`config.mk`:
```
export PLATFORM = sky130hd
export DESIGN_NAME = tlp_bw_counter
export DESIGN_NICKNAME = d
export VERILOG_FILES = /design/src/rtl/tlp_bw_pkg.sv /design/src/rtl/tlp_target_flt.sv /design/src/rtl/tlp_len_gate.sv /design/src/rtl/tlp_sat_acc.sv /design/src/rtl/tlp_bw_counter.sv
export SDC_FILE = /design/constraint.sdc
export NUM_CORES = 1
export LEC_CHECK = 0
export BUFFER_PORTS_ARGS = -buffer_cell sky130_fd_sc_hd__buf_2
export CAP_MARGIN = 20
export CORE_MARGIN = 2
export CORE_UTILIZATION = 55
export CTS_CLUSTER_DIAMETER = 40
export DETAILED_ROUTE_END_ITERATION = 10
export PLACE_DENSITY = 0.87
export SYNTH_ARGS = -nofsm -noshare
export SYNTH_HDL_FRONTEND = slang
export SYNTH_SLANG_ARGS = --single-unit
```
`constraint.sdc`:
```
create_clock -name clk_i -period 7.75 [get_ports clk_i]
set_input_delay 1.1625 -clock clk_i [delete_from_list [all_inputs] [get_ports clk_i]]
set_output_delay 1.1625 -clock clk_i [all_outputs]
set_load 0.01 [all_outputs]
```
`src/rtl/tlp_bw_pkg.sv`:
```
`timescale 1ns/1ps
package tlp_bw_pkg;
  typedef enum logic [1:0] {
    LSEL_RSVD = 2'b00,
    LSEL_PLD  = 2'b01,
    LSEL_HDR  = 2'b10,
    LSEL_BOTH = 2'b11
  } len_sel_e;
endpackage

```
`src/rtl/tlp_target_flt.sv`:
```
`timescale 1ns/1ps
module tlp_target_flt #(
  parameter int NPORT  = 16,
  parameter int PORT_W = $clog2(NPORT),
  parameter int RID_W  = 16
) (
  input  logic              port_en_i,
  input  logic [NPORT-1:0]  port_map_i,
  input  logic              one_port_i,
  input  logic              rid_en_i,
  input  logic [RID_W-1:0]  rid_i,
  input  logic [PORT_W-1:0] tlp_port_i,
  input  logic [RID_W-1:0]  tlp_rid_i,
  input  logic              tlp_bw_i,
  output logic              hit_o,
  output logic              bad_o
);
  logic port_ok, rid_ok, multi_bad;

  assign port_ok   = !port_en_i || port_map_i[tlp_port_i];
  // requester match applies to bandwidth events only
  assign rid_ok    = !rid_en_i || !tlp_bw_i || (tlp_rid_i == rid_i);
  assign multi_bad = one_port_i && port_en_i && ($countones(port_map_i) != 1);
  assign hit_o     = port_ok && rid_ok;
  assign bad_o     = (port_en_i && rid_en_i) || multi_bad;
endmodule

```
`src/rtl/tlp_len_gate.sv`:
```
`timescale 1ns/1ps
module tlp_len_gate #(
  parameter int LEN_W = 11,
  parameter int EXP_W = 4
) (
  input  logic             en_i,
  input  logic [EXP_W-1:0] exp_i,
  input  logic             lt_i,
  input  logic [LEN_W-1:0] len_i,
  output logic             hit_o,
  output logic             pass_o
);
  localparam int LIM_W = (1 << EXP_W) + 1;
  localparam int CMP_W = (LIM_W > LEN_W) ? LIM_W : LEN_W;

  logic [CMP_W-1:0] lim, len_x;

  assign lim    = CMP_W'(1) << exp_i;
  assign len_x  = CMP_W'(len_i);
  assign hit_o  = lt_i ? (len_x < lim) : (len_x > lim);
  assign pass_o = !en_i || hit_o;
endmodule

```
`src/rtl/tlp_sat_acc.sv`:
```
`timescale 1ns/1ps
module tlp_sat_acc #(
  parameter int ACC_W = 64,
  parameter int AMT_W = 12
) (
  input  logic             clk_i,
  input  logic             rst_ni,
  input  logic             clr_i,
  input  logic             add_i,
  input  logic [AMT_W-1:0] amt_i,
  output logic [ACC_W-1:0] acc_o
);
  logic [ACC_W:0]   sum;
  logic [ACC_W-1:0] acc_q;

  assign sum = {1'b0, acc_q} + (ACC_W+1)'(amt_i);

  always_ff @(posedge clk_i or negedge rst_ni) begin
    if (!rst_ni)     acc_q <= '0;
    else if (clr_i)  acc_q <= '0;
    else if (add_i)  acc_q <= sum[ACC_W] ? '1 : sum[ACC_W-1:0];
  end

  assign acc_o = acc_q;

  AST_NO_WRAP: assert property (@(posedge clk_i) disable iff (!rst_ni)
    !clr_i |=> acc_q >= $past(acc_q));
  AST_CLR_ZERO: assert property (@(posedge clk_i) disable iff (!rst_ni)
    clr_i |=> acc_q == '0);
endmodule

```
`src/rtl/tlp_bw_counter.sv`:
```
`timescale 1ns/1ps
module tlp_bw_counter
  import tlp_bw_pkg::*;
#(
  parameter int NPORT  = 16,
  parameter int PORT_W = $clog2(NPORT),
  parameter int RID_W  = 16,
  parameter int HDR_W  = 3,
  parameter int LEN_W  = 11,
  parameter int EXP_W  = 4,
  parameter int ACC_W  = 64
) (
  input  logic              clk_i,
  input  logic              rst_ni,
  input  logic              tlp_valid_i,
  input  logic [PORT_W-1:0] tlp_port_i,
  input  logic [RID_W-1:0]  tlp_rid_i,
  input  logic [HDR_W-1:0]  tlp_hdr_dw_i,
  input  logic [LEN_W-1:0]  tlp_pld_dw_i,
  input  logic              tlp_bw_i,
  input  logic              cfg_port_en_i,
  input  logic [NPORT-1:0]  cfg_port_map_i,
  input  logic              cfg_one_port_i,
  input  logic              cfg_rid_en_i,
  input  logic [RID_W-1:0]  cfg_rid_i,
  input  logic              cfg_trig_en_i,
  input  logic [EXP_W-1:0]  cfg_trig_exp_i,
  input  logic              cfg_trig_lt_i,
  input  logic              cfg_thr_en_i,
  input  logic [EXP_W-1:0]  cfg_thr_exp_i,
  input  logic              cfg_thr_lt_i,
  input  logic              cfg_len_set_i,
  input  logic [1:0]        cfg_len_sel_i,
  input  logic              clr_i,
  output logic [ACC_W-1:0]  acc_o,
  output logic              armed_o,
  output logic              cfg_err_o
);
  localparam int AMT_W = ((LEN_W > HDR_W) ? LEN_W : HDR_W) + 1;
  localparam int NGATE = 2; // 0: trigger, 1: threshold

  len_sel_e         sel;
  logic             tgt_hit, tgt_bad, cfg_bad, live, fire, open_q, add;
  logic [AMT_W-1:0] amt;
  logic             armed_q, err_q;
  logic [NGATE-1:0] g_en, g_lt, g_hit, g_pass;
  logic [EXP_W-1:0] g_exp [NGATE];

  assign sel = cfg_len_set_i ? len_sel_e'(cfg_len_sel_i) : LSEL_BOTH;

  tlp_target_flt #(.NPORT(NPORT), .PORT_W(PORT_W), .RID_W(RID_W)) u_tgt (
    .port_en_i (cfg_port_en_i),
    .port_map_i(cfg_port_map_i),
    .one_port_i(cfg_one_port_i),
    .rid_en_i  (cfg_rid_en_i),
    .rid_i     (cfg_rid_i),
    .tlp_port_i(tlp_port_i),
    .tlp_rid_i (tlp_rid_i),
    .tlp_bw_i  (tlp_bw_i),
    .hit_o     (tgt_hit),
    .bad_o     (tgt_bad)
  );

  assign g_en     = {cfg_thr_en_i,  cfg_trig_en_i};
  assign g_lt     = {cfg_thr_lt_i,  cfg_trig_lt_i};
  assign g_exp[0] = cfg_trig_exp_i;
  assign g_exp[1] = cfg_thr_exp_i;

  for (genvar gi = 0; gi < NGATE; gi++) begin : g_gate
    tlp_len_gate #(.LEN_W(LEN_W), .EXP_W(EXP_W)) u_gate (
      .en_i  (g_en[gi]),
      .exp_i (g_exp[gi]),
      .lt_i  (g_lt[gi]),
      .len_i (tlp_pld_dw_i),
      .hit_o (g_hit[gi]),
      .pass_o(g_pass[gi])
    );
  end

  assign cfg_bad = tgt_bad || (sel == LSEL_RSVD);
  assign live    = tlp_valid_i && !cfg_bad && tgt_hit;
  assign fire    = live && tlp_bw_i && cfg_trig_en_i && g_hit[0];
  // firing packet counts in its own cycle
  assign open_q  = !cfg_trig_en_i || armed_q || fire;
  assign add     = live && (!tlp_bw_i || (open_q && g_pass[1]));

  always_comb begin
    amt = '0;
    if (!tlp_bw_i) amt = AMT_W'(1);
    else begin
      if (sel[0]) amt = amt + AMT_W'(tlp_pld_dw_i);
      if (sel[1]) amt = amt + AMT_W'(tlp_hdr_dw_i);
    end
  end

  tlp_sat_acc #(.ACC_W(ACC_W), .AMT_W(AMT_W)) u_acc (
    .clk_i (clk_i),
    .rst_ni(rst_ni),
    .clr_i (clr_i),
    .add_i (add),
    .amt_i (amt),
    .acc_o (acc_o)
  );

  always_ff @(posedge clk_i or negedge rst_ni) begin
    if (!rst_ni) begin
      armed_q <= 1'b0;
      err_q   <= 1'b0;
    end else if (clr_i) begin
      armed_q <= 1'b0;
      err_q   <= 1'b0;
    end else begin
      if (fire)    armed_q <= 1'b1;
      if (cfg_bad) err_q   <= 1'b1;
    end
  end

  assign armed_o   = armed_q;
  assign cfg_err_o = err_q;

  AST_ARMED_HOLD: assert property (@(posedge clk_i) disable iff (!rst_ni)
    armed_q && !clr_i |=> armed_q);
  AST_ERR_HOLD: assert property (@(posedge clk_i) disable iff (!rst_ni)
    err_q && !clr_i |=> err_q);
  AST_BAD_FREEZE: assert property (@(posedge clk_i) disable iff (!rst_ni)
    cfg_bad && !clr_i |=> $stable(acc_o) && cfg_err_o);
  AST_NO_ARM_BAD: assert property (@(posedge clk_i) disable iff (!rst_ni)
    cfg_bad && !armed_q && !clr_i |=> !armed_q);
endmodule

```
; Word-level counts from Yosys, hierarchy flattened
; Index checks and enable logic that the tools add are counted.
[word_totals]
elab_cells = 75
ff_bits = 66
out_inout_bits = 66
[op_classes]
addsub = 17
muxes = 16
n_shift = 2
n_eq_ne = 2
n_lt_le_gt_ge = 5
n_reduce_logical = 30
[op_table]
columns = op, count
row1 = $add 32x32->32, 7
row2 = $mux 64, 3
row3 = $add 64x12->65, 1
row4 = $mux 12, 3
row5 = $gt 11x17->1, 2
row6 = $lt 11x17->1, 2
row7 = $shl 1x4->17 const A, 2
row8 = $ne 32x2->1 const B, 1
row9 = $add 1x1->2, 8
row10 = $eq 16x16->1, 1
row11 = $add 12x3->12, 1
row12 = $logic_and 1x1->1, 11
row13 = $mux 11, 1
row14 = $logic_or 1x1->1, 9
row15 = $mux 1, 7
row16 = $logic_not 1->1, 6
row17 = $reduce_bool 2->1, 3
row18 = $lt 4x5->1 const B, 1
row19 = $bmux 1 s4, 1
row20 = $logic_not 2->1, 1
row21 = $mux 2, 1

; Logic depth before layout (Yosys ltp)
[depth]
word_depth = 20
mapped_depth = 22
ltp_nobuf = 20

; Modules after synthesis
; A second synthesis with hierarchy kept.
[unflattened]
cells_unflattened = 815
area_unflattened_um2 = 6703.9
[modules_own_cells]
columns = mod, seq_area_each_um2, n_inst, cells_per_inst, area_each_um2
row1 = tlp_sat_acc, 1601.5, 1, 540, 4643.2
row2 = tlp_len_gate, 0.0, 2, 54, 362.8
row3 = tlp_target_flt, 0.0, 1, 78, 724.4
row4 = tlp_bw_counter, 50.0, 1, 89, 610.6

; Worst setup path before layout
; OpenSTA, ideal clock, no wires.
[synth_path]
kind = input-to-reg
startpoint = input port cfg_port_map_i[14]
endpoint = register u_acc.acc_q[45] (netlist: u_acc.acc_o[45])
stages = 17
n_path_buf = 0
arrival_ns = 5.699
required_ns = 7.599
path_slack_ns = 1.901
path_cell_list = ha_1 > inv_1 > fa_1 > fa_1 > fa_1 > inv_1 > fa_1 > ha_1 > fa_1 > nor4b_1 > o21ai_0 > a211o_1 > nand2_1 > nand4_1 > or4_1 > o21ai_0 > a221oi_1
[synth_between]
elab_chain_len = 19
elab_cells_between_ends = 23
[synth_rtl]
columns = item, line
row1 = from (decl), tlp_bw_counter.sv:22  ; input logic [NPORT-1:0] cfg_port_map_i,
row2 = $add 1x1->2 (not written as such), tlp_target_flt.sv:23  ; assign multi_bad = one_port_i && port_en_i && ($countones(port_map_i) != 1);
row3 = $add 32x32->32 (not written as such) (3 in series), tlp_target_flt.sv:23
row4 = $ne 32x2->1, tlp_target_flt.sv:23
row5 = $logic_and 1x1->1, tlp_target_flt.sv:23
row6 = $logic_or 1x1->1, tlp_target_flt.sv:25  ; assign bad_o = (port_en_i && rid_en_i) || multi_bad;
row7 = $logic_or 1x1->1, tlp_bw_counter.sv:80  ; assign cfg_bad = tgt_bad || (sel == LSEL_RSVD);
row8 = $logic_not 1->1, tlp_bw_counter.sv:81  ; assign live = tlp_valid_i && !cfg_bad && tgt_hit;
row9 = $logic_and 1x1->1, tlp_bw_counter.sv:81
row10 = $logic_and 1x1->1 *, tlp_bw_counter.sv:81
row11 = $logic_and 1x1->1 (3 in series), tlp_bw_counter.sv:82  ; assign fire = live && tlp_bw_i && cfg_trig_en_i && g_hit[0];
row12 = $logic_or 1x1->1, tlp_bw_counter.sv:84  ; assign open_q = !cfg_trig_en_i || armed_q || fire;
row13 = $logic_and 1x1->1, tlp_bw_counter.sv:85  ; assign add = live && (!tlp_bw_i || (open_q && g_pass[1]));
row14 = $logic_or 1x1->1, tlp_bw_counter.sv:85
row15 = $logic_and 1x1->1 *, tlp_bw_counter.sv:85
row16 = $reduce_bool 2->1 (no line) *, -
row17 = to (signal assigned), tlp_sat_acc.sv:21  ; else if (add_i) acc_q <= sum[ACC_W] ? '1 : sum[ACC_W-1:0];
row18 = to (decl), tlp_sat_acc.sv:14  ; logic [ACC_W-1:0] acc_q;
; Every way passes the cells marked *; elsewhere a longest branch is shown, timed or not. The select of a mux whose other input is x is not followed.
; A chain may end at the register's enable or synchronous reset.

; Worst setup path in the final report
[layout_path]
startpoint = input port cfg_port_map_i[14]
endpoint = register u_acc.acc_q[53] (netlist: u_acc.acc_o[53])
; The elaborated chain is that of the path after synthesis.

==> impl_results.md <==
* DRC viols at 0
* Worst VDD drop at 0.000126 V
* Cell Chain, Critical Path: buf_2, ha_1, inv_1, fa_1, fa_1, fa_1, inv_1, fa_1, ha_1, fa_1, nor4b_1, o21ai_0, a211o_1, nand2_1, and4_2, nand2_4, nor2_4, a311oi_1
* Cts bufs inserted at 9
* Worst-path clk slew at 60 ps
* Core Box Area at 11,900 µm²
* Setup WS post-layout at 1230 ps
* HP Class: reg -> reg
* Reported max-cap violation count at 0
* Asr flop ratio synth at 1.00
* Post-synth EDFFs at 0
* Clock sink count at 66
* Yosys top cell area share at 0.249
* Die X-Extent at 114 µm
* Die footprint at 12,900 µm²
* Hold Path End: u_acc.acc_o[46]
* Worst EP arrival at 6680 ps
* Reg power frac at 0.317
* Share of cells above drive strength 1 at 0.221
* Top-level I/O count at 155
* Antenna viol nets, final at 0
* PD cells at 147 nW/µm²
* Top cells by instance count after synthesis: nand2_1 (84), dfrtp_1 (66), ha_1 (50), inv_1 (50), nor2_1 (49)
* Slowest cell on the critical path: nor2_4
* Critical path fanouts, max at 28
* Most common cell in the netlist: nand2_1
* Metal2 WL at 9400 µm
* Layout Nets at 1,082
* Setup TNS at 0 ps
* Setup violators final at 0
* Area after DPL at 7420 µm²
* DR WL met3 at 1710 µm
* Total power at 1.13 mW
* Top_reg_cell synth: dfrtp_1
* CP bufs+invs at 3
* CP top delay family: adder cells
* Vias after detailed routing at 6,990
* Clk buf depth at 2
* RSZ-0062 raised after global routing: no
* Setup Skew at 5.04 ps
* Syn-to-layout area delta at 16.9%
* Top Layer Used: met4
* Slew Limit Fails at 0
* WP data required at 7920 ps
* CP Launch Type: input pin
* Post-Route Utilization at 0.652
* Placed cell count at 1,066
* Syn. warnings at 0
* Drt total wl at 19,700 µm
* FF-to-FF Start: u_acc.acc_o[0]
* Clk Latency, worst-skew pair at 330 ps
* Setup Buffers After CTS at 0
* Top cells by area, synth: dfrtp_1 (25%), ha_1 (9.5%), nand2_1 (4.8%)
* Mapped Cells at 795
* Die Ht at 114 µm
* Ant diodes at 0
* Synthesized area at 6620 µm²
* Comb pwr share at 0.293
* Filler Cell Count at 992
* Sw Share at 0.324
* F_max at 153 MHz
* Fin Hold WS at 547 ps
* Status: complete, no violations
* Starting Density at 0.558
* DR WL/cell at 18.2 µm
* Worst R2R End: u_acc.acc_o[53]
* Pint at 767 µW
* Setup slack, reg-to-reg at 4190 ps
* Clock share of power at 0.389
* Sw Pwr at 368 µW
* R2R depth at 11
* CTS resizes at 0
* Hold path startpoint: u_acc.acc_o[46]
* Final period util at 0.841
* Setup WS pre-CTS at 924 ps
* Crit end category: register
* First-pass GRT wire length at 32,200 µm
* Rows at 40
* Post-route minimum period at 6520 ps
* CTS tree: yes
* Syn nets at 947
* Cell area after layout at 7740 µm²
* Routability-driven placement congestion ratio at 0.975
* H-tree depth at 3
* Number of synthesized register bits at 66
* Grt total ovfl at 0
* Seq/Total Area, Yosys at 0.249
* Pre-antenna DRT Iters at 7
* Slew HR at 0.371
* Most used cell, CP: fa_1
* Cell variety after synth at 77
* Post-CTS Hold Buffers at 0
* Largest net degree at the start of global routing at 67
* Synth Area per Inst at 8.33 µm²
* Starting DRT DRC Count at 984
* Yosys top cell by area: dfrtp_1
* Wire length on met1 at 8150 µm
* Least-Margin Pin Slew at 933 ps
* Worst path max stage delay at 640 ps
* Fin. Hold Viols at 0
* HPWL Detailed at 14,600 µm
* DR vias/cell at 6.46
* Initial antenna violation count at 0
* Clk root buf: clkbuf_16
* Pleak at 3.48 nW
* Non-filler cells in the finished layout at 1,082
* Port-buffer cells at 154
* Setup CP Type: in -> reg
* Hold Crit Depth at 1
* Vias in the first global route at 6,542
* Total GRT Usage at 0.305
==> flip-flops by register name, indices dropped and copies added (netlist names) <==
name,flops
armed_o,1
cfg_err_o,1
u_acc.acc_o,64
==> logic make-up after synthesis <==
family | after synthesis | synth area share
xor+xnor | 29 | 0.0384
buf+inv | 84 | 0.0580
fa+ha+maj | 63 | 0.134
compound gates | 228 | 0.249
simple gates | 320 | 0.257
flops | 66 | 0.249
mux | 5 | 0.0151
==> layer usage <==
metal	track usage	up-vias
met1	0.411	3279
li1	-	3291
met5	0	-
met4	0.0935	0
met3	0.0606	40
met2	0.499	380
==> power by group through the flow <==
stage | combinational, mW | clock, mW | sequential (mW)
after global routing | 0.381 | 0.456 | 0.361
final | 0.333 | 0.442 | 0.360
after CTS | 0.334 | 0.444 | 0.360
after global placement | 0.320 | 0 | 0.366
after detailed placement | 0.331 | 0 | 0.366
after floorplan | 0.228 | 0 | 0.367
==> area by class of cell <==
| type | count | area [µm²] | share of cell area |
|---|---|---|---|
| Sequential cell | 66 | 1650 | 0.213 |
| Clock buffer | 9 | 225 | 0.0291 |
| Clock inverter | 7 | 93.8 | 0.0121 |
| Multi-Input combinational cell | 645 | 4590 | 0.594 |
| Tap cell | 147 | 184 | 0.0238 |
| Timing Repair Buffer | 158 | 801 | 0.104 |
| Inverter | 50 | 188 | 0.0243 |
==> worst max path at each step <==
stage / cells after the start / endpoint / slack [ps] / from
floorplan: 17 / u_acc.acc_o[45] / 1900 / cfg_port_map_i[14]
global placement: 18 / u_acc.acc_o[17] / 1110 / cfg_port_map_i[14]
detailed placement: 18 / u_acc.acc_o[53] / 920 / cfg_port_map_i[14]
CTS: 18 / u_acc.acc_o[53] / 1250 / cfg_port_map_i[14]
global route: 18 / u_acc.acc_o[53] / 990 / cfg_port_map_i[14]
finish: 18 / u_acc.acc_o[53] / 1230 / cfg_port_map_i[14]
==> layout by cell type, fill, tap and decap left out, drive strengths merged, types with 13 or more instances in the layout <==
master | synthesis | layout
xor2 | 25 | 25
fa | 13 | 13
a211oi | 26 | 26
ha | 50 | 50
nand4 | 17 | 17
inv | 50 | 50
nand2 | 86 | 86
dfrtp | 66 | 66
a311oi | 27 | 27
o21ai | 31 | 31
nor2 | 52 | 52
buf | 21 | 158
nor2b | 16 | 16
a21oi | 47 | 47
and3 | 28 | 28
nor3 | 21 | 21
a31oi | 33 | 33
and2 | 16 | 16
nor4 | 15 | 15
nand3 | 38 | 38
Power figures use the tool's default switching activity.
